$ cat src/rtl/mon_pkg.sv
package mon_pkg;
  typedef enum logic [1:0] {
    KIND_IDLE  = 2'd0,
    KIND_DATA  = 2'd1,
    KIND_EOM   = 2'd2,
    KIND_ABORT = 2'd3
  } mon_kind_e;
endpackage

$ cat src/rtl/mon_slot_timer.sv
module mon_slot_timer #(
  parameter int OCT_PER_SUB = 4,
  parameter int MON_OFS     = 1,
  parameter int SUBFRAMES   = 2
) (
  input  logic                                        clk,
  input  logic                                        rst_n,
  input  logic                                        bit_en,
  input  logic                                        fsync,
  input  logic                                        sel,
  output logic                                        enter_slot,
  output logic                                        in_slot,
  output logic                                        slot_last,
  output logic [2:0]                                  bit_idx
);
  localparam int FRAME_BITS = 8 * OCT_PER_SUB * SUBFRAMES;
  localparam int CW         = $clog2(FRAME_BITS);
  localparam int START0     = MON_OFS * 8;
  localparam int START1     = (OCT_PER_SUB + MON_OFS) * 8;

  logic [CW-1:0] cnt_q, cnt_n, start;
  logic          sync_q, sync_n;
  logic [CW-1:0] offs;

  assign start = sel ? CW'(START1) : CW'(START0);

  always_comb begin
    cnt_n  = cnt_q;
    sync_n = sync_q;
    if (bit_en) begin
      if (fsync) begin
        cnt_n  = '0;
        sync_n = 1'b1;
      end else if (cnt_q == CW'(FRAME_BITS - 1)) begin
        cnt_n = '0;
      end else begin
        cnt_n = cnt_q + 1'b1;
      end
    end
  end

  always_ff @(posedge clk or negedge rst_n) begin
    if (!rst_n) begin
      cnt_q  <= '0;
      sync_q <= 1'b0;
    end else if (bit_en) begin
      cnt_q  <= cnt_n;
      sync_q <= sync_n;
    end
  end

  assign offs       = cnt_q - start;
  assign in_slot    = sync_q && (cnt_q >= start) && (cnt_q <= start + CW'(7));
  assign bit_idx    = offs[2:0];
  assign slot_last  = in_slot && (bit_idx == 3'd7);
  assign enter_slot = bit_en && sync_n && (cnt_n == start);

  assert_fsync_zero_R3: assert property (@(posedge clk) disable iff (!rst_n)
    (bit_en && fsync) |=> (cnt_q == '0) && sync_q);
  assert_frame_wrap_R3: assert property (@(posedge clk) disable iff (!rst_n)
    (bit_en && !fsync && sync_q && cnt_q == CW'(FRAME_BITS - 1)) |=> (cnt_q == '0));
  assert_hold_R3: assert property (@(posedge clk) disable iff (!rst_n)
    !bit_en |=> $stable(cnt_q));
endmodule

$ cat src/rtl/mon_tx.sv
module mon_tx
  import mon_pkg::*;
(
  input  logic       clk,
  input  logic       rst_n,
  input  logic       en,
  input  logic       abort,
  input  logic       wr_en,
  input  logic [7:0] wr_data,
  input  logic       eom_set,
  input  logic       eom_clr,
  input  logic       enter_slot,
  input  logic       in_slot,
  input  logic [2:0] bit_idx,
  output logic       tx_bit,
  output logic       tx_oe,
  output logic [1:0] tx_kind,
  output logic [7:0] tx_reg,
  output logic       tx_pending,
  output logic       eom_pend
);
  logic [7:0] txd_q, txd_n, obyte_q, obyte_n;
  logic       pend_q, pend_n, eom_q, eom_n;
  mon_kind_e  kind_q, kind_n;

  always_comb begin
    txd_n   = txd_q;
    pend_n  = pend_q;
    eom_n   = eom_q;
    obyte_n = obyte_q;
    kind_n  = kind_q;
    if (eom_clr)      eom_n = 1'b0;
    else if (eom_set) eom_n = 1'b1;
    if (!en) begin
      txd_n   = 8'hFF;
      pend_n  = 1'b0;
      obyte_n = 8'hFF;
      kind_n  = KIND_IDLE;
    end else begin
      if (enter_slot) begin
        obyte_n = 8'hFF;
        if (abort) begin
          kind_n = KIND_ABORT;
          pend_n = 1'b0;
        end else if (pend_q) begin
          kind_n  = KIND_DATA;
          obyte_n = txd_q;
          pend_n  = 1'b0;
        end else if (eom_q) begin
          kind_n = KIND_EOM;
          eom_n  = 1'b0;
        end else begin
          kind_n = KIND_IDLE;
        end
      end
      if (wr_en) begin
        txd_n  = wr_data;
        pend_n = 1'b1;
      end
    end
  end

  always_ff @(posedge clk or negedge rst_n) begin
    if (!rst_n) begin
      txd_q   <= 8'hFF;
      pend_q  <= 1'b0;
      eom_q   <= 1'b0;
      obyte_q <= 8'hFF;
      kind_q  <= KIND_IDLE;
    end else begin
      txd_q   <= txd_n;
      pend_q  <= pend_n;
      eom_q   <= eom_n;
      obyte_q <= obyte_n;
      kind_q  <= kind_n;
    end
  end

  assign tx_oe      = en && in_slot;
  assign tx_bit     = tx_oe ? obyte_q[3'd7 - bit_idx] : 1'b1;
  assign tx_kind    = tx_oe ? kind_q : KIND_IDLE;
  assign tx_reg     = txd_q;
  assign tx_pending = pend_q;
  assign eom_pend   = eom_q;

  assert_data_first_R4: assert property (@(posedge clk) disable iff (!rst_n)
    (en && enter_slot && !abort && pend_q) |=> (kind_q == KIND_DATA) && (obyte_q == $past(txd_q)));
  assert_eom_drain_R5: assert property (@(posedge clk) disable iff (!rst_n)
    (en && enter_slot && !abort && !pend_q && eom_q && !eom_clr) |=> (kind_q == KIND_EOM) && !eom_q);
  assert_abort_discard_R7: assert property (@(posedge clk) disable iff (!rst_n)
    (en && enter_slot && abort && !wr_en) |=> (kind_q == KIND_ABORT) && !pend_q);
  assert_off_default_R2: assert property (@(posedge clk) disable iff (!rst_n)
    !en |=> (txd_q == 8'hFF) && !pend_q);
endmodule

$ cat src/rtl/mon_rx.sv
module mon_rx (
  input  logic       clk,
  input  logic       rst_n,
  input  logic       en,
  input  logic       bit_en,
  input  logic       in_slot,
  input  logic       slot_last,
  input  logic       rx_bit,
  output logic [7:0] rx_data,
  output logic       rx_stb
);
  logic [6:0] sh_q, sh_n;
  logic [7:0] rxd_q, rxd_n;
  logic       stb_q, stb_n;

  always_comb begin
    sh_n  = sh_q;
    rxd_n = rxd_q;
    stb_n = 1'b0;
    if (!en) begin
      rxd_n = 8'h00;
    end else if (bit_en && in_slot) begin
      sh_n = {sh_q[5:0], rx_bit};
      if (slot_last) begin
        rxd_n = {sh_q, rx_bit};
        stb_n = 1'b1;
      end
    end
  end

  always_ff @(posedge clk or negedge rst_n) begin
    if (!rst_n) begin
      sh_q  <= '0;
      rxd_q <= 8'h00;
      stb_q <= 1'b0;
    end else begin
      sh_q  <= sh_n;
      rxd_q <= rxd_n;
      stb_q <= stb_n;
    end
  end

  assign rx_data = rxd_q;
  assign rx_stb  = stb_q;

  assert_stb_single_R9: assert property (@(posedge clk) disable iff (!rst_n)
    rx_stb |=> !rx_stb);
  assert_rx_default_R2: assert property (@(posedge clk) disable iff (!rst_n)
    !en |=> (rx_data == 8'h00) && !rx_stb);
  assert_stable_between_R9: assert property (@(posedge clk) disable iff (!rst_n)
    (en && !(bit_en && slot_last)) |=> $stable(rx_data));
endmodule

$ cat src/rtl/mon_chan_ctrl.sv
module mon_chan_ctrl #(
  parameter int OCT_PER_SUB = 4,
  parameter int MON_OFS     = 1,
  parameter int SUBFRAMES   = 2
) (
  input  logic       clk,
  input  logic       rst_n,
  input  logic       bit_en,
  input  logic       fsync,
  input  logic       rx_bit,
  input  logic       cfg_enable,
  input  logic       cfg_sel,
  input  logic       cfg_abort,
  input  logic       eom_set,
  input  logic       eom_clr,
  input  logic       wr_en,
  input  logic [7:0] wr_data,
  output logic       tx_bit,
  output logic       tx_oe,
  output logic [1:0] tx_kind,
  output logic [7:0] tx_reg,
  output logic       tx_pending,
  output logic       eom_pend,
  output logic [7:0] rx_data,
  output logic       rx_stb
);
  logic [1:0] rs_q;
  logic       rst_i_n;
  logic       enter_slot, in_slot, slot_last;
  logic [2:0] bit_idx;

  always_ff @(posedge clk or negedge rst_n) begin
    if (!rst_n) rs_q <= 2'b00;
    else        rs_q <= {rs_q[0], 1'b1};
  end
  assign rst_i_n = rs_q[1];

  mon_slot_timer #(
    .OCT_PER_SUB (OCT_PER_SUB),
    .MON_OFS     (MON_OFS),
    .SUBFRAMES   (SUBFRAMES)
  ) u_tim (
    .clk        (clk),
    .rst_n      (rst_i_n),
    .bit_en     (bit_en),
    .fsync      (fsync),
    .sel        (cfg_sel),
    .enter_slot (enter_slot),
    .in_slot    (in_slot),
    .slot_last  (slot_last),
    .bit_idx    (bit_idx)
  );

  mon_tx u_tx (
    .clk        (clk),
    .rst_n      (rst_i_n),
    .en         (cfg_enable),
    .abort      (cfg_abort),
    .wr_en      (wr_en),
    .wr_data    (wr_data),
    .eom_set    (eom_set),
    .eom_clr    (eom_clr),
    .enter_slot (enter_slot),
    .in_slot    (in_slot),
    .bit_idx    (bit_idx),
    .tx_bit     (tx_bit),
    .tx_oe      (tx_oe),
    .tx_kind    (tx_kind),
    .tx_reg     (tx_reg),
    .tx_pending (tx_pending),
    .eom_pend   (eom_pend)
  );

  mon_rx u_rx (
    .clk       (clk),
    .rst_n     (rst_i_n),
    .en        (cfg_enable),
    .bit_en    (bit_en),
    .in_slot   (in_slot),
    .slot_last (slot_last),
    .rx_bit    (rx_bit),
    .rx_data   (rx_data),
    .rx_stb    (rx_stb)
  );

  assert_oe_gated_R1: assert property (@(posedge clk) disable iff (!rst_i_n)
    !cfg_enable |-> !tx_oe && tx_bit && !rx_stb);
endmodule

$ cat config.mk
export PLATFORM = sky130hd
export DESIGN_NAME = mon_chan_ctrl
export DESIGN_NICKNAME = d
export VERILOG_FILES = /design/src/rtl/mon_pkg.sv /design/src/rtl/mon_slot_timer.sv /design/src/rtl/mon_tx.sv /design/src/rtl/mon_rx.sv /design/src/rtl/mon_chan_ctrl.sv
export SDC_FILE = /design/constraint.sdc
export NUM_CORES = 1
export LEC_CHECK = 0
export CAP_MARGIN = 0
export CELL_PAD_IN_SITES_DETAIL_PLACEMENT = 1
export CELL_PAD_IN_SITES_GLOBAL_PLACEMENT = 1
export CORE_ASPECT_RATIO = 0.5
export CORE_MARGIN = 3
export CORE_UTILIZATION = 30
export DETAILED_ROUTE_END_ITERATION = 7
export DONT_BUFFER_PORTS = 1
export PLACE_DENSITY = 0.63
export SLEW_MARGIN = 20
export SYNTH_ARGS = -nofsm -noshare
export SYNTH_HDL_FRONTEND = slang
export SYNTH_HIERARCHICAL = 1
export SYNTH_SLANG_ARGS = --single-unit
$ cat constraint.sdc
create_clock -name clk -period 2.13 [get_ports clk]
set_input_delay 0.3195 -clock clk [delete_from_list [all_inputs] [get_ports clk]]
set_output_delay 0.3195 -clock clk [all_outputs]
set_load 0.03 [all_outputs]
==> impl_results.md, run 1 <==
- Status: finished with violations
- Failing checks: negative setup slack
- Post-Route WL: 5143 um
- Fin. Hold Viols: 0
- Post-synth EDFFs: 0
- Async set or reset register ratio after synthesis: 1.000
- Worst Setup End Kind: flip-flop
- Critical path peak fanout: 6
- Hold Crit Class: in2reg
- CP startpoint kind: flip-flop
- CP Class: reg2reg
- DP Cell Count: 295
- CTS Buf Count: 5
- CTS tree: done
- Longest Clk Path Bufs: 2
- Initial antenna violation count: 0
- Core area: 6858 um2
- Root buf cell: clkbuf_16
- WP buf/inv: 2
- Gate Count Post-Synth: 198
- Post-synthesis sequential area ratio: 0.5264
- R2r endpoint: u_tx/obyte_q[5]
- Post-route ant nets: 0
- Slowest cell on crit path: or4_4
- Worst vdd ir: 0.0002637 V
- Filler cell count: 727
- Clock Pin Slew Worst Setup and Hold Paths: 0.06 ns
- Worst skew pair latency: 0.28 ns
- DR iter-0 viols: 43
- Critical path cell sequence: nand2_2 > or4_4 > a31o_4 > a2111oi_4 > buf_6 > buf_12 > nor3b_4 > o21ai_2
- Crit-path max cell delay: 0.48 ns
- CTS sink count: 45
- R2R setup slack: -0.0006 ns
- DP HPWL: 3510 um
- CP Data Arrival Time: 2.35 ns
- First-pass GRT wire length: 8735 um
- Hold depth: 1
- WHS Endpoint: u_tx/tx_reg[0]
- TritonRoute pass-1 iters: 4
- Largest net degree at the start of global routing: 41
- Max-cap viol count: 0
- Routability Congestion: 0.7804
- Grt total ovfl: 0
- Drt wl/cell: 16.48 um
- GRT Resource Usage Total: 0.1346
- Die ar.: 8377 um2
- Reg area: 1151 um2
- Top_reg_cell synth: dfrtp_1
- Final worst path period need: 2.131 ns
- Min-Delay Startpoint: cfg_enable
- N_diodes: 0
- Max-Slew Margin vs Limit: 0.6142
- Worst reg2reg path depth: 8
- Multi-input combinational cell area: 1109 um2
- Final WS setup: -0.0005631 ns
- Reg2reg start: u_tim/cnt_q[1]
- DR vias: 1532
- Vias in the first global route: 1663
- PortBufs: 0
- Row cnt: 21
- DRC Markers: 0
- Final non-filler cell total: 312
- Period utilisation layout: 1.000
- H-tree Lvls: 2
- Syn_nets: 221
- Pwr dens: 676.8 nW/um2
- Final Max Tran Viols: 0
- Post-Syn Area per Cell: 11.00 um2
- Tightest Pin Transition: 0.5786 ns
- Peak Freq: 469.4 MHz
- Initial Util: 0.3175
- RSZ-0062 raised after global routing: true
- Synth Register Bits: 45
- # setup viols final: 1
- Yosys cell types: 43
- Crit-path leading delay family: simple AND/OR/NAND/NOR gates
- Die span in y: 66.24 um
- Io pins: 42
- Final net count: 242
- YS warnings: 6
- Clock Skew: 0.004866 ns
- Synthesized area: 2177 um2
- Layout cells sized above 1: 0.4500
- Die Wd: 126.5 um
- Via density: 4.910
- Post-route setup TNS: -0.0005631 ns
- Static leakage: 1.204 nW
- Layout area overhead: 30.40%
- CP Data Required Time: 2.35 ns
## synthesized netlist by cell type (3+ instances only)
| cell type | n | share of area |
|---|---|---|
| nand2_1 | 32 | 0.055 |
| nand3_1 | 3 | 0.0069 |
| clkbuf_1 | 5 | 0.0086 |
| dfstp_2 | 16 | 0.19 |
| o21ai_1 | 9 | 0.021 |
| o21ai_0 | 4 | 0.0092 |
| mux2_2 | 8 | 0.041 |
| nor3b_1 | 8 | 0.028 |
| a21oi_1 | 3 | 0.0069 |
| nor2_1 | 11 | 0.019 |
| buf_4 | 4 | 0.014 |
| dfrtp_1 | 29 | 0.33 |
| and3_1 | 3 | 0.0086 |
| inv_1 | 8 | 0.014 |
| mux2i_1 | 20 | 0.092 |
| ha_1 | 4 | 0.023 |
## layer usage
| layer | part of all wire | wire [um] | track usage | vias up |
|---|---|---|---|---|
| met5 | 0 | 0 | 0 | - |
| met4 | 0.015 | 76 | 0.04813 | 0 |
| met3 | 0.052 | 270 | 0.04194 | 6 |
| met2 | 0.47 | 2405 | 0.2164 | 35 |
| met1 | 0.46 | 2391 | 0.1720 | 768 |
| li1 | - | - | - | 723 |
## per-stage QoR
step | utilization | setup WS, ns | cell area [um2] | hold slack [ns] | total power [mW]
final | 0.4140 | -0.0005631 | 2839 | 0.07637 | 1.921
after detailed placement | 0.3534 | -0.1692 | 2424 | 0.02396 | 1.098
after global placement | 0.3534 | -0.008079 | 2424 | 0.02395 | 1.092
after floorplan | - | -0.05979 | 2240 | 0.02391 | 1.073
after global routing | 0.4140 | -0.09053 | 2839 | 0.05377 | 2.031
after CTS | 0.4142 | -0.08923 | 2840 | 0.05847 | 1.953
## worst max path at each step
stage | from | to | cells past startpoint
2_1_floorplan | u_tim/cnt_q[1] | tx_bit | 5
3_3_place_gp | u_tim/cnt_q[0] | u_tx/obyte_q[4] | 8
3_5_place_dp | u_tim/cnt_q[0] | u_tx/obyte_q[4] | 8
4_1_cts | u_tim/cnt_q[5] | tx_kind[0] | 6
5_1_grt | u_tim/cnt_q[1] | u_tx/obyte_q[4] | 8
6_report | u_tim/cnt_q[1] | u_tx/obyte_q[5] | 8
## power by group
| group | total (mW) | internal [mW] | leakage [nW] | switching (mW) |
|---|---|---|---|---|
| registers | 0.951 | 0.890 | 0.553 | 0.0608 |
| logic | 0.169 | 0.0820 | 0.572 | 0.0874 |
| clock network | 0.801 | 0.496 | 0.0799 | 0.305 |
| total | 1.92 | 1.47 | 1.20 | 0.453 |
## placed cells by master (no fill, tap or decap), types with 4 or more instances in the layout
master / Yosys / final
nor2_1: 11 / 6
buf_6: 2 / 7
dfstp_2: 16 / 16
buf_4: 4 / 16
nand2_1: 32 / 27
clkbuf_16: 0 / 5
o21ai_1: 9 / 7
mux2_2: 8 / 8
inv_1: 8 / 7
dfrtp_1: 29 / 25
mux2i_1: 20 / 20
dfrtp_2: 0 / 4
nor3b_2: 0 / 6
## area by class of cell
class | count | area share
clock inverters | 1 | 0.001763
multi-input cells | 132 | 0.3905
repair buffers | 27 | 0.09740
inverters | 8 | 0.01058
well taps | 92 | 0.04055
flip-flops and latches | 45 | 0.4055
clock buffers | 7 | 0.05377
## logic make-up after synthesis
logic type               Yosys count  synth area share
AO/OA/AOI/OAI                     30           0.09311
flip-flops                        45            0.5264
adder cells (fa/ha/maj)            4           0.02299
AND/OR/NAND/NOR                   66            0.1529
XOR/XNOR                           2          0.008047
buffers and inverters             21           0.05115
other                              1          0.001722
multiplexers                      29            0.1437
## repair_timing
item / CTS / global route
cloned: 3 / 0
hold buffers: 1 / 0
endpoints found under the hold margin: 2 / 0
setup endpoints to repair: 23 / 21
resized for setup: 31 / 12
pin swaps: 21 / 18
buffers inserted: 7 / 2
(Power assumes the default switching activity.)
==> run 2, diff against run 1 <==
--- a/config.mk
+++ b/config.mk
@@ -11,6 +11,7 @@
 export CORE_ASPECT_RATIO = 0.5
 export CORE_MARGIN = 3
 export CORE_UTILIZATION = 30
+export CTS_BUF_LIST = sky130_fd_sc_hd__clkbuf_8
 export DETAILED_ROUTE_END_ITERATION = 7
 export DONT_BUFFER_PORTS = 1
 export PLACE_DENSITY = 0.63
==> run 2 against run 1 <==
Effect of this change: the flow still finishes with violations (negative setup slack); critical path type unchanged; sequential share of layout area is 0.47 points higher; clock skew is 0.0014 ns higher; sequential power hardly changed; total power is 12% lower; critical path depth stayed put.
==> impl_results.md, run 2 (same netlist as run 1, synthesis figures left out) <==
- Failing checks: negative setup slack
- Worst skew pair latency: 0.29 ns (about the same)
- CP startpoint kind: flip-flop
- Layout cells sized above 1: 0.4570 (+0.007014)
- Via density: 4.885 (-0.51%)
- Int Power: 1.264 mW (-14%)
- Filler cell count: 732 (+0.69%)
- H-tree Lvls: 2 (unchanged)
- Root buf cell: clkbuf_8
- Pwr dens: 602.7 nW/um2 (-11%)
- Crit-path max cell delay: 0.48 ns (about the same)
- Worst vdd ir: 0.0001931 V (-27%)
- Critical path peak fanout: 6 (unchanged)
- Worst Setup End Kind: flip-flop
- Reg2reg start: u_tim/cnt_q[1]
- Longest Clk Path Bufs: 2 (unchanged)
- Seq pwr share: 0.562 (+0.067)
- RSZ-0062 raised after global routing: true
- Max-Slew Margin vs Limit: 0.5886 (-0.02561)
- DR vias: 1529 (-0.20%)
- Grt total ovfl: 0 (unchanged)
- Critical path cell sequence: nand2_2 > or4_4 > a31o_4 > a2111oi_4 > buf_6 > buf_12 > nor3b_4 > o21ai_2
- Clock Pin Slew Worst Setup and Hold Paths: 0.08 ns (+0.02 ns)
- Largest net degree at the start of global routing: 41 (unchanged)
- Post-route cell area: 2806 um2 (-1.1%)
- Post-Route WL: 5132 um (-0.21%)
- # setup viols final: 3 (+2)
- Final Max Tran Viols: 0 (unchanged)
- Clock Skew: 0.006291 ns (+0.001425 ns)
- R2r endpoint: u_tx/obyte_q[5]
- Finished Core Util: 0.4092 (-0.004744)
- Static leakage: 1.193 nW (-0.93%)
- Routability Congestion: 0.7804 (unchanged)
- Period utilisation layout: 1.003 (+0.002245)
- Row cnt: 21 (unchanged)
- Die span in y: 66.24 um (unchanged)
- TritonRoute pass-1 iters: 4 (unchanged)
- Hold Crit Class: in2reg
- Initial antenna violation count: 0 (unchanged)
- GRT Resource Usage Total: 0.1315 (-0.003017)
- Final worst path period need: 2.135 ns (+0.004781 ns)
- Final net count: 243 (+0.41%)
- Tightest Pin Transition: 0.6171 ns (+0.03841 ns)
- DP Cell Count: 295 (unchanged)
- CTS tree: done
- Combinational group share of total power: 0.100 (+0.012)
- Clock power share: 0.339 (-0.078)
- CP Data Required Time: 2.36 ns (about the same)
- Die ar.: 8377 um2 (unchanged)
- Switch share: 0.2528 (+0.01693)
- Crit path capture: u_tx/obyte_q[5]
- DP HPWL: 3510 um (unchanged)
- DRC Markers: 0 (unchanged)
- Worst reg2reg path depth: 8 (unchanged)
- WP buf/inv: 2 (unchanged)
- First-pass GRT wire length: 8707 um (-0.32%)
- Io pins: 42 (unchanged)
- Final WS setup: -0.005344 ns (-0.004781 ns)
- Vias in the first global route: 1655 (-0.48%)
- Placed Area: 2424 um2 (unchanged)
- Crit-path leading delay family: simple AND/OR/NAND/NOR gates
- Peak Freq: 468.3 MHz (-0.22%)
- CP Data Arrival Time: 2.37 ns (+0.02 ns)
- CTS sink count: 45 (unchanged)
- Final non-filler cell total: 313 (+0.32%)
- Pre-CTS WS: -0.1692 ns (unchanged)
- Initial Util: 0.3175 (unchanged)
- PortBufs: 0 (unchanged)
- Number of cells on the critical path: 8 (unchanged)
- N_diodes: 0 (unchanged)
- NetSw: 0.4276 mW (-5.7%)
- CP Class: reg2reg
- R2R setup slack: -0.005 ns (about the same)
- Most frequent cells in the layout: nand2_1, dfrtp_1, mux2i_1, buf_4, dfstp_2
- Core area: 6858 um2 (unchanged)
- Post-route ant nets: 0 (unchanged)
- Layout area overhead: 28.91%
- Most common library cell in the layout ignoring fill and taps: nand2_1
- Drt wl/cell: 16.40 um (-0.53%)
- Max-cap viol count: 0 (unchanged)
- Status: finished with violations
- Die Wd: 126.5 um (unchanged)
- CTS Buf Count: 5 (unchanged)
- CP Launch Point: u_tim/cnt_q[1]
- Slowest cell on crit path: or4_4
- DR iter-0 viols: 37 (-14%)
- Fin. Hold Viols: 0 (unchanged)
==> run 2: how the worst min path moves through the flow <==
stage / start / to / slack, ns / cells past startpoint
after floorplan: rst_n / rs_q[0] / 0.02 / 0
after global placement: rst_n / rs_q[0] / 0.02 / 0
after detailed placement: rst_n / rs_q[0] / 0.02 / 0
after CTS: cfg_enable / u_tx/tx_reg[0] / 0.04 / 1
after global routing: cfg_enable / u_tx/tx_reg[7] / 0.03 / 1
final: cfg_enable / u_tx/tx_reg[0] / 0.06 / 1
==> run 2: layout make-up <==
class	count	area, um2	area share
clock buffers	7	96.34	0.03433
clock inverters	1	5.005	0.001783
inverters	8	30.03	0.01070
multi-input cells	132	1125	0.4008
flip-flops and latches	45	1151	0.4102
well taps	92	115.1	0.04102
repair buffers	28	284.0	0.1012
==> run 2: timing repair <==
| item | CTS | global route |
|---|---|---|
| endpoints found under the setup margin | 24 | 22 |
| buffers inserted | 7 | 3 |
| resized for setup | 32 | 14 |
| hold endpoints to repair | 2 | 0 |
| gates cloned | 3 | 0 |
| hold buffers | 1 | 0 |
| pin swaps | 21 | 18 |
==> run 2: routing by layer <==
metal | wire (um) | part of all wire | vias up | GRT usage
met2 | 2426 | 0.47 | 36 | 0.2171
met1 | 2398 | 0.47 | 771 | 0.1720
met5 | 0 | 0 | - | 0
met3 | 275 | 0.054 | 2 | 0.04194
met4 | 31 | 0.0060 | 0 | 0.02406
li1 | - | - | 720 | -
==> run 2: metrics by stage <==
step           setup TNS [ns]  hold slack [ns]  total power, mW
6_report            -0.008541          0.05967            1.691
5_1_grt               -0.9015          0.03272            1.790
4_1_cts               -0.9548          0.04107            1.713
3_5_place_dp           -1.206          0.02396            1.098
3_3_place_gp        -0.008079          0.02395            1.092
2_1_floorplan        -0.09165          0.02391            1.073
==> run 2: power groups by stage <==
stage / clock [mW] / sequential, mW / combinational (mW)
6_report: 0.573 / 0.950 / 0.168
5_1_grt: 0.645 / 0.957 / 0.188
4_1_cts: 0.603 / 0.949 / 0.161
3_5_place_dp: 0 / 0.962 / 0.136
3_3_place_gp: 0 / 0.960 / 0.132
2_1_floorplan: 0 / 0.960 / 0.113
==> run 3, diff against run 2 <==
--- a/config.mk
+++ b/config.mk
@@ -5,11 +5,10 @@
 export SDC_FILE = /design/constraint.sdc
 export NUM_CORES = 1
 export LEC_CHECK = 0
-export CAP_MARGIN = 0
 export CELL_PAD_IN_SITES_DETAIL_PLACEMENT = 1
 export CELL_PAD_IN_SITES_GLOBAL_PLACEMENT = 1
 export CORE_ASPECT_RATIO = 0.5
-export CORE_MARGIN = 3
+export CORE_MARGIN = 2
 export CORE_UTILIZATION = 30
 export CTS_BUF_LIST = sky130_fd_sc_hd__clkbuf_8
 export DETAILED_ROUTE_END_ITERATION = 7
==> run 3 against run 2 <==
Effect of this change: the flow still finishes with violations (negative setup slack); critical endpoint is now u_tx/obyte_q[2]; critical path type unchanged; maximum frequency decreased by 0.40%; largest cell class unchanged; highest routed layer unchanged; sequential cell count unchanged; sequential power barely moved.
==> impl_results.md, run 3 (same netlist as run 1, synthesis figures left out) <==
- Vias in the first global route: 1633 (-1.3%)
- Final Max Tran Viols: 0 (unchanged)
- Die Wd: 124.5 um (-1.6%)
- Static leakage: 1.188 nW (-0.36%)
- Tightest Pin Transition: 0.6591 ns (+0.04207 ns)
- Worst skew pair latency: 0.30 ns (about the same)
- Post-Route WL: 5183 um (+0.99%)
- CTS Buf Count: 5 (unchanged)
- CTS tree: done
- Worst vdd ir: 0.0002402 V (+24%)
- Row cnt: 21 (unchanged)
- Most frequent cells in the layout: nand2_1, dfrtp_1, mux2i_1, dfstp_2, buf_4
- CP Launch Point: u_tim/cnt_q[1]
- DRC Markers: 0 (unchanged)
- Clock Pin Slew Worst Setup and Hold Paths: 0.08 ns (about the same)
- Worst hold margin: 0.05364 ns (-0.006034 ns)
- Final net count: 239 (-1.6%)
- Core area: 6858 um2 (unchanged)
- Post-route ant nets: 0 (unchanged)
- Root buf cell: clkbuf_8
- RSZ-0062 raised after global routing: true
- Final WS setup: -0.01401 ns (-0.008668 ns)
- Die span in y: 64.24 um (-3.0%)
- H-tree Lvls: 2 (unchanged)
- Routability Congestion: 0.8139 (+4.3%)
- Grt total ovfl: 0 (unchanged)
- TritonRoute pass-1 iters: 4 (unchanged)
- Io pins: 42 (unchanged)
- Initial antenna violation count: 0 (unchanged)
- Min-Delay Startpoint: cfg_enable
- Via density: 5.016 (+2.7%)
- First-pass GRT wire length: 8431 um (-3.2%)
- Reg2reg start: u_tim/cnt_q[1]
- Initial Util: 0.3175 (unchanged)
- GRT Resource Usage Total: 0.1348 (+0.003300)
- DR vias: 1550 (+1.4%)
- Reg area: 1151 um2 (unchanged)
- PortBufs: 0 (unchanged)
- Placed Area: 2421 um2 (-0.10%)
- Clock Skew: 0.002650 ns (-0.003641 ns)
- Drt wl/cell: 16.77 um (+2.3%)
- Filler cell count: 747 (+2.0%)
- Top Layer Used: met4
- CP Class: reg2reg
- Failing checks: negative setup slack
- Hold Crit Class: in2reg
- CP Data Required Time: 2.36 ns (about the same)
- Period utilisation layout: 1.007 (+0.004069)
- Tot Pwr: 1.691 mW (about the same)
- Metal-1 WL: 2358 um (-1.7%)
- Worst Setup End Kind: flip-flop
- Max-Slew Margin vs Limit: 0.5606 (-0.02804)
- Layout cells sized above 1: 0.4194 (-0.03766)
- Pwr dens: 610.4 nW/um2 (+1.3%)
- Final worst path period need: 2.144 ns (+0.008668 ns)
- Longest Clk Path Bufs: 2 (unchanged)
- Max-cap viol count: 0 (unchanged)
- CP Data Arrival Time: 2.38 ns (about the same)
- Layout area overhead: 27.24%
- CP startpoint kind: flip-flop
- Post-route cell area: 2770 um2 (-1.3%)
- DR iter-0 viols: 44 (+19%)
- N_diodes: 0 (unchanged)
- Largest net degree at the start of global routing: 41 (unchanged)
- Met2 wire length: 2424 um (about the same)
- Die ar.: 7996 um2 (-4.6%)
- CTS sink count: 45 (unchanged)
- # setup viols final: 3 (unchanged)
- Most common library cell in the layout ignoring fill and taps: nand2_1
- DP HPWL: 3519 um (+0.27%)
- Fin. Hold Viols: 0 (unchanged)
- Peak Freq: 466.4 MHz (-0.40%)
- Critical path peak fanout: 6 (unchanged)
- Status: finished with violations
- DR WL met3: 293 um (+6.5%)
- Multi-input combinational cell area: 1096 um2 (-2.6%)
[run 3: cell types whose count changed in the layout (fill, tap and decap cells not counted), sizes merged]
cell    change
buf         -5
clkbuf      +1
[run 3: path summary, 6_finish.rpt]
kind	end	slack, ns	depth (start not counted)
setup reg to reg	u_tx/obyte_q[2]	-0.01	8
max in group asynchronous	u_tim/cnt_q[2]	1.37	1
hold reg to reg	u_tim/cnt_q[0]	0.26	0
min in group asynchronous	rs_q[0]	0.23	1
setup / recovery	u_tx/obyte_q[2]	-0.01	8
hold / removal	u_tx/tx_reg[1]	0.05	1
[run 3: repair_timing]
action                     CTS  global route
buffers inserted             3             2
hold endpoints to repair     2             0
gates resized for setup     25            11
cloned                       2             1
hold buffers                 1             0
setup endpoints to repair   16            16
pin swaps                   13            13
[run 3: layer usage]
| layer | global-route usage | vias to the layer above |
|---|---|---|
| met2 | 0.2124 | 40 |
| met5 | 0 | - |
| li1 | - | 712 |
| met1 | 0.1675 | 789 |
| met4 | 0.05337 | 0 |
| met3 | 0.05276 | 9 |
[run 3: through the flow]
step                setup TNS [ns]  utilization  cells  worst slack [ns]
floorplan                 -0.09165            -    198          -0.05979
global placement          -0.01052       0.3530    293          -0.01052
detailed placement         -0.9338       0.3530    293           -0.1511
CTS                        -0.2953       0.3924    307          -0.04523
global route                -1.130       0.4039    309           -0.1222
finish                    -0.03815       0.4039    309          -0.01401
[run 3: cell type report]
type                    count  share of cell area
flip-flops and latches     45              0.4155
multi-input cells         132              0.3957
repair buffers             24             0.09982
well taps                  92             0.04155
clock buffers               7             0.03478
inverters                   8             0.01084
clock inverters             1            0.001807
[run 3: worst max-delay path, cell delays in order (launching register included)]
cell and delay, ns:
dfrtp_2 0.42, nand2_2 0.06, or4_4 0.48, a31o_1 0.22, a2111oi_4 0.31, buf_6 0.20, buf_12 0.12, nor3b_4 0.17
o21ai_1 0.09
[run 3: power by group]
part | switching [mW] | internal [mW] | total, mW
logic | 0.0853 | 0.0703 | 0.156
clock network | 0.292 | 0.293 | 0.586
registers | 0.0607 | 0.889 | 0.949
